--- src/rtl/reso_pkg.sv ---
package reso_pkg;

    localparam int SAMPLE_W  = 16;
    localparam int COEF_FRAC = 14;
    localparam int ACC_W     = 2 * SAMPLE_W + 2;

    typedef logic signed [SAMPLE_W-1:0] sample_t;
    typedef logic signed [ACC_W-1:0]    acc_t;

    typedef enum logic [1:0] {
        ST_IDLE = 2'd0,
        ST_TONE = 2'd1,
        ST_FSK  = 2'd2,
        ST_RING = 2'd3
    } st_t;

    function automatic sample_t sat_acc(input acc_t v);
        acc_t hi;
        acc_t lo;
        hi = '0;
        hi[SAMPLE_W-2:0] = '1;
        lo = '1;
        lo[SAMPLE_W-2:0] = '0;
        if (v > hi)
            return hi[SAMPLE_W-1:0];
        else if (v < lo)
            return lo[SAMPLE_W-1:0];
        else
            return v[SAMPLE_W-1:0];
    endfunction

endpackage

--- src/rtl/reso_rate_gen.sv ---
module reso_rate_gen import reso_pkg::*; #(
    parameter int TONE_DIV = 6250,
    parameter int RING_DIV = 50000,
    parameter int FSK_DIV  = 2083
) (
    input  logic clk,
    input  logic rst_n,
    input  logic run,
    input  st_t  mode,
    output logic tick
);
    localparam int MAX_TF = (TONE_DIV > FSK_DIV) ? TONE_DIV : FSK_DIV;
    localparam int MAX_D  = (MAX_TF > RING_DIV) ? MAX_TF : RING_DIV;
    localparam int CW     = $clog2(MAX_D + 1);

    logic [CW-1:0] cnt_q;
    logic [CW-1:0] last;

    always_comb begin
        unique case (mode)
            ST_TONE: last = CW'(TONE_DIV - 1);
            ST_FSK:  last = CW'(FSK_DIV - 1);
            ST_RING: last = CW'(RING_DIV - 1);
            default: last = '0;
        endcase
    end

    always_ff @(posedge clk or negedge rst_n) begin
        if (!rst_n)
            cnt_q <= '0;
        else if (!run || cnt_q == last)
            cnt_q <= '0;
        else
            cnt_q <= cnt_q + 1'b1;
    end

    assign tick = run && (cnt_q == last);

endmodule

--- src/rtl/reso_osc.sv ---
module reso_osc import reso_pkg::*; (
    input  logic    clk,
    input  logic    rst_n,
    input  logic    step,
    input  logic    restart,
    input  sample_t coef,
    input  sample_t amp,
    output sample_t y_next
);
    sample_t y1_q;
    sample_t y2_q;
    sample_t src1;
    sample_t src2;
    acc_t    prod;
    acc_t    scaled;

    always_comb begin
        src1   = restart ? '0 : y1_q;
        src2   = restart ? amp : y2_q;
        prod   = acc_t'(coef) * acc_t'(src1);
        scaled = prod >>> (COEF_FRAC - 1);
        y_next = sat_acc(scaled - acc_t'(src2));
    end

    always_ff @(posedge clk or negedge rst_n) begin
        if (!rst_n) begin
            y1_q <= '0;
            y2_q <= '0;
        end else if (step) begin
            y1_q <= y_next;
            y2_q <= src1;
        end
    end

endmodule

--- src/rtl/reso_trap.sv ---
module reso_trap import reso_pkg::*; (
    input  logic                clk,
    input  logic                rst_n,
    input  logic                step,
    input  logic                restart,
    input  sample_t             amp,
    input  logic [SAMPLE_W-1:0] slope,
    input  logic [SAMPLE_W-1:0] half,
    output sample_t             v_next
);
    sample_t             v_q;
    logic                rising_q;
    logic [SAMPLE_W-1:0] cnt_q;
    sample_t             src_v;
    logic                src_rise;
    logic [SAMPLE_W-1:0] src_cnt;
    acc_t                moved;
    acc_t                peak;

    always_comb begin
        src_v    = restart ? '0 : v_q;
        src_rise = restart ? 1'b1 : rising_q;
        src_cnt  = restart ? '0 : cnt_q;
        peak     = acc_t'(amp);
        if (src_rise) begin
            moved = acc_t'(src_v) + acc_t'({1'b0, slope});
            if (moved > peak)
                moved = peak;
        end else begin
            moved = acc_t'(src_v) - acc_t'({1'b0, slope});
            if (moved < -peak)
                moved = -peak;
        end
        v_next = sat_acc(moved);
    end

    always_ff @(posedge clk or negedge rst_n) begin
        if (!rst_n) begin
            v_q      <= '0;
            rising_q <= 1'b1;
            cnt_q    <= '0;
        end else if (step) begin
            v_q <= v_next;
            if (src_cnt == half - SAMPLE_W'(1)) begin
                cnt_q    <= '0;
                rising_q <= !src_rise;
            end else begin
                cnt_q    <= src_cnt + 1'b1;
                rising_q <= src_rise;
            end
        end
    end

endmodule

--- src/rtl/reso_wavegen.sv ---
module reso_wavegen import reso_pkg::*; #(
    parameter int TONE_DIV = 6250,
    parameter int RING_DIV = 50000,
    parameter int FSK_DIV  = 2083
) (
    input  logic                       clk,
    input  logic                       rst_n,
    input  logic                       tone_en,
    input  logic                       ring_en,
    input  logic                       fsk_en,
    input  logic                       fsk_bit,
    input  logic                       trap_sel,
    input  logic                       dc_en,
    input  logic signed [SAMPLE_W-1:0] tone_coef,
    input  logic signed [SAMPLE_W-1:0] tone_amp,
    input  logic signed [SAMPLE_W-1:0] mark_coef,
    input  logic signed [SAMPLE_W-1:0] mark_amp,
    input  logic signed [SAMPLE_W-1:0] space_coef,
    input  logic signed [SAMPLE_W-1:0] space_amp,
    input  logic signed [SAMPLE_W-1:0] ring_coef,
    input  logic signed [SAMPLE_W-1:0] ring_amp,
    input  logic        [SAMPLE_W-1:0] trap_step,
    input  logic        [SAMPLE_W-1:0] trap_half,
    input  logic signed [SAMPLE_W-1:0] dc_offset,
    output logic signed [SAMPLE_W-1:0] sample_o,
    output logic                       valid_o,
    output logic                       conflict_o
);
    st_t     state_q;
    st_t     state_d;
    logic    run;
    logic    tick;
    logic    fresh_q;
    logic    bit_used_q;
    logic    restart;
    sample_t sel_coef;
    sample_t sel_amp;
    sample_t osc_y;
    sample_t trap_y;
    sample_t wave;
    sample_t out_val;
    acc_t    off;

    // State register
    always_ff @(posedge clk or negedge rst_n) begin
        if (!rst_n)
            state_q <= ST_IDLE;
        else
            state_q <= state_d;
    end

    // Next-state: ring beats shift-keying beats plain tone
    always_comb begin
        if (ring_en)
            state_d = ST_RING;
        else if (tone_en && fsk_en)
            state_d = ST_FSK;
        else if (tone_en)
            state_d = ST_TONE;
        else
            state_d = ST_IDLE;
    end

    assign run = (state_q != ST_IDLE) && (state_d == state_q);

    reso_rate_gen #(
        .TONE_DIV (TONE_DIV),
        .RING_DIV (RING_DIV),
        .FSK_DIV  (FSK_DIV)
    ) u_rate (
        .clk   (clk),
        .rst_n (rst_n),
        .run   (run),
        .mode  (state_q),
        .tick  (tick)
    );

    // Burst-start and mark/space bookkeeping
    always_ff @(posedge clk or negedge rst_n) begin
        if (!rst_n) begin
            fresh_q    <= 1'b1;
            bit_used_q <= 1'b0;
        end else begin
            if (!run)
                fresh_q <= 1'b1;
            else if (tick)
                fresh_q <= 1'b0;
            if (tick)
                bit_used_q <= fsk_bit;
        end
    end

    assign restart = fresh_q || ((state_q == ST_FSK) && (fsk_bit != bit_used_q));

    // Per-state oscillator settings
    always_comb begin
        unique case (state_q)
            ST_IDLE: begin
                sel_coef = '0;
                sel_amp  = '0;
            end
            ST_TONE: begin
                sel_coef = tone_coef;
                sel_amp  = tone_amp;
            end
            ST_FSK: begin
                sel_coef = fsk_bit ? mark_coef : space_coef;
                sel_amp  = fsk_bit ? mark_amp  : space_amp;
            end
            ST_RING: begin
                sel_coef = ring_coef;
                sel_amp  = ring_amp;
            end
        endcase
    end

    reso_osc u_osc (
        .clk     (clk),
        .rst_n   (rst_n),
        .step    (tick),
        .restart (restart),
        .coef    (sel_coef),
        .amp     (sel_amp),
        .y_next  (osc_y)
    );

    reso_trap u_trap (
        .clk     (clk),
        .rst_n   (rst_n),
        .step    (tick),
        .restart (restart),
        .amp     (ring_amp),
        .slope   (trap_step),
        .half    (trap_half),
        .v_next  (trap_y)
    );

    // Waveform choice and ringing offset
    always_comb begin
        unique case (state_q)
            ST_RING: begin
                wave = trap_sel ? trap_y : osc_y;
                off  = dc_en ? acc_t'(dc_offset) : '0;
            end
            default: begin
                wave = osc_y;
                off  = '0;
            end
        endcase
        out_val = sat_acc(acc_t'(wave) + off);
    end

    // Output register
    always_ff @(posedge clk or negedge rst_n) begin
        if (!rst_n) begin
            sample_o   <= '0;
            valid_o    <= 1'b0;
            conflict_o <= 1'b0;
        end else begin
            valid_o    <= tick;
            conflict_o <= tone_en && ring_en;
            if (tick)
                sample_o <= out_val;
        end
    end

endmodule

--- config.mk ---
export PLATFORM = sky130hd
export DESIGN_NAME = reso_wavegen
export DESIGN_NICKNAME = d
export VERILOG_FILES = /design/src/rtl/reso_pkg.sv /design/src/rtl/reso_rate_gen.sv /design/src/rtl/reso_osc.sv /design/src/rtl/reso_trap.sv /design/src/rtl/reso_wavegen.sv
export SDC_FILE = /design/constraint.sdc
export NUM_CORES = 1
export LEC_CHECK = 0
export BUFFER_PORTS_ARGS = -buffer_cell sky130_fd_sc_hd__buf_2
export CORE_ASPECT_RATIO = 1.75
export CORE_MARGIN = 4
export CORE_UTILIZATION = 55
export CTS_CLUSTER_DIAMETER = 80
export DETAILED_ROUTE_END_ITERATION = 7
export GPL_ROUTABILITY_DRIVEN = 0
export PLACE_DENSITY = 0.75
export SLEW_MARGIN = 20
export SYNTH_ARGS = -nofsm -noshare
export SYNTH_HDL_FRONTEND = slang
export SYNTH_SLANG_ARGS = --single-unit
--- constraint.sdc ---
create_clock -name clk -period 22 [get_ports clk]
set_input_delay 2.2 -clock clk [delete_from_list [all_inputs] [get_ports clk]]
set_output_delay 2.2 -clock clk [all_outputs]
set_load 0.03 [all_outputs]
==> flow_metrics.env <==
export IMPL_status="completed"
export IMPL_slew_headroom=0.234
export IMPL_synth_area_leaders="fa_1, ha_1, dfrtp_1"
export IMPL_grt_pass1_wl_mm=110
export IMPL_viasPerCell=6.11
export IMPL_drv_cap=0
export IMPL_hold_path_class="reg -> reg"
export IMPL_multiInputGateArea_um2=17500
export IMPL_finalHoldViolCount=0
export IMPL_share_seq_of_total_power=0.289
export IMPL_syn_to_final_growth_pct=7.19
export IMPL_pre_cts_slack_ps=4550
export IMPL_tightest_slew_ps=1150
export IMPL_syn_nets=3342
export IMPL_min_delay_start="u_trap.v_q[5]"
export IMPL_register_area_um2=2580
export IMPL_final_common_cell="inv_1"
export IMPL_dr_pass1_iters=6
export IMPL_cts_tree="yes"
export IMPL_p_leak_nw=12.0
export IMPL_hpwlAfterDp_mm=56.7
export IMPL_place_inst=3270
export IMPL_fmax_mhz=59.1
export IMPL_yosys_area_top_type="fa_1"
export IMPL_cts_resized=0
export IMPL_final_setup_tns_ps=0
export IMPL_cp_common_cell="fa_1"
export IMPL_final_max_slew_viol_count=0
export IMPL_pwr_share_clk=0.176
export IMPL_cp_end_kind="flop"
export IMPL_drc=0
export IMPL_htreeDepth=3
export IMPL_die_width_um=159
export IMPL_fillers=3527
export IMPL_hold_path_depth=2
export IMPL_yosysSeqAreaShare=0.117
export IMPL_drt_iter0_drc=1419
export IMPL_ant_nets=0
export IMPL_rr_worst_depth=48
export IMPL_irDropWorstVdd_mv=0.0466
export IMPL_io_pins=202
export IMPL_synthCells=2681
export IMPL_layout_drive_gt1_share=0.118
export IMPL_placed_area_um2=23300
export IMPL_intPower_uw=515
export IMPL_finalCritPeriodShare=0.769
export IMPL_yosys_warnings=0
export IMPL_routed_wl_mm=69.3
export IMPL_fin_skew_ps=11.2
export IMPL_worstPathRequired_ps=22260
export IMPL_hold_end="u_trap.v_q[5]"
export IMPL_setup_ws_ps=5070
export IMPL_path_delay_family="compound AO/OA/AOI/OAI gates"
export IMPL_synth_top_cell_area_share=0.243
export IMPL_n_antenna_cell=0
export IMPL_grt_max_degree=70
export IMPL_pwr_density_cell_nw_per_um2=41.5
export IMPL_start_util=0.558
export IMPL_final_cell_area_um2=23600
export IMPL_cts_buffers=9
export IMPL_synthArstFlopShare=1.00
export IMPL_grt_remaining_overflow=0
export IMPL_synth_cell_area_um2=22000
export IMPL_root_buffer="clkbuf_16"
export IMPL_crit_type="in -> reg"
export IMPL_clkLatencyLatePin_ps=380
export IMPL_wire_per_inst_um=21.1
export IMPL_cts_hold_buf=0
export IMPL_crit_fanout=44
export IMPL_dieArea_um2=43400
export IMPL_synth_cell_types=94
export IMPL_r2r_slack_ps=6590
export IMPL_clock_sinks=103
export IMPL_fin_hold_ws_ps=472
export IMPL_grt_usage=0.317
export IMPL_final_instance_count_excl_fill=3286
export IMPL_cp_num_buf_inv=4
export IMPL_synth_seq_cells=103
export IMPL_min_period_ps=16930
export IMPL_sw_frac_of_total=0.473
export IMPL_final_net_count=3452
export IMPL_cpMaxStageDelayCell="buf_2"
export IMPL_share_comb_of_total_power=0.535
export IMPL_final_cell_mix="inv_1, nor2_1, nand2_1"
export IMPL_critPathLaunchType="input port"
export IMPL_port_buffers=201
export IMPL_reg2reg_from="state_q[1]"
export IMPL_vias=20100
export IMPL_max_stage_delay_ps=780
export IMPL_post_cts_setup_buffers=0
export IMPL_setup_viol=0
export IMPL_cts_buffer_depth=2
export IMPL_rows=96
export IMPL_synthFlopType="dfrtp_1"
export IMPL_antenna_found_initial=0
export IMPL_grt_pass1_vias=21300
export IMPL_dieHeight_um=273
export IMPL_synth_edf_count=0
export IMPL_power_switching_uw=462
export IMPL_reg2reg_to="sample_o[14]"
export IMPL_core_area_um2=39400
export IMPL_syn_area_per_cell_um2=8.20
export IMPL_cp_arrival_ps=17190
export IMPL_rsz0062_at_grt="false"
export IMPL_clkTransAtPathRegs_ps=80
[worst max path at each step]
stage | start | to | slack, ps | cells past startpoint
global route | fsk_bit | sample_o[1] | 4110 | 44
finish | fsk_bit | sample_o[14] | 5070 | 48
global placement | fsk_bit | sample_o[4] | 5040 | 42
floorplan | fsk_bit | sample_o[13] | 6840 | 55
CTS | fsk_bit | sample_o[13] | 4960 | 42
detailed placement | fsk_bit | sample_o[13] | 4550 | 42
[area by class of cell]
type / instances / area share
clock buffer: 11 / 0.0103
inverter: 392 / 0.0624
tap: 490 / 0.0260
sequential: 103 / 0.109
clock inverter: 5 / 0.00271
timing repair buffer: 216 / 0.0476
multi-input combinational: 2069 / 0.742
[routing by layer]
metal  GRT usage  vias up  routed length [um]
met5           0        -                   0
met4       0.255        0                6780
met3      0.0460      333                4500
met2       0.574      948               35000
met1       0.323     9642               23000
li1            -     9160                   -
[worst min-delay path: cells and delay by family, from the launching register on]
family	cells	cell delay [ps]
DFF	1	340
and+or+nand+nor	1	50
AOI/OAI and AO/OA	1	50
[cells by family after synthesis]
logic type      after synthesis  share of synthesized area
xor+xnor                    121                     0.0514
fa+ha+maj                   477                      0.363
buf+inv                     509                     0.0889
mux                          53                     0.0263
compound gates              525                      0.164
simple gates                893                      0.190
flops                       103                      0.117
[sequential cells by signal, summed over array words and instances (netlist names)]
name,count
valid_o,1
u_trap.v_q,16
state_q,2
sample_o,16
conflict_o,1
u_trap.cnt_q,16
u_osc.y2_q,16
bit_used_q,1
u_osc.y1_q,16
u_rate.cnt_q,16
u_trap.rising_q,1
fresh_q,1
[power by group through the flow]
stage / combinational [mW] / clock (mW) / sequential (mW)
floorplan: 0.326 / 0 / 0.291
global placement: 0.496 / 0 / 0.283
detailed placement: 0.510 / 0 / 0.283
CTS: 0.513 / 0.173 / 0.280
global route: 0.565 / 0.181 / 0.286
finish: 0.523 / 0.172 / 0.283
[stage by stage]
step	utilization	total power, mW
3_5_place_dp	0.590	0.793
5_1_grt	0.598	1.03
3_3_place_gp	0.590	0.779
6_report	0.598	0.978
4_1_cts	0.598	0.966
2_1_floorplan	-	0.617
[cells in the mapped netlist, drive strengths merged, types with 39 or more instances]
library cell / count
nor3: 57
a21o: 45
and2: 39
o21ai: 99
clkbuf: 91
inv: 392
xnor2: 90
dfrtp: 101
ha: 210
nand2: 272
a21oi: 150
nor2: 299
fa: 267
nand3: 49
Note: power is estimated with default switching activity, not from simulation.
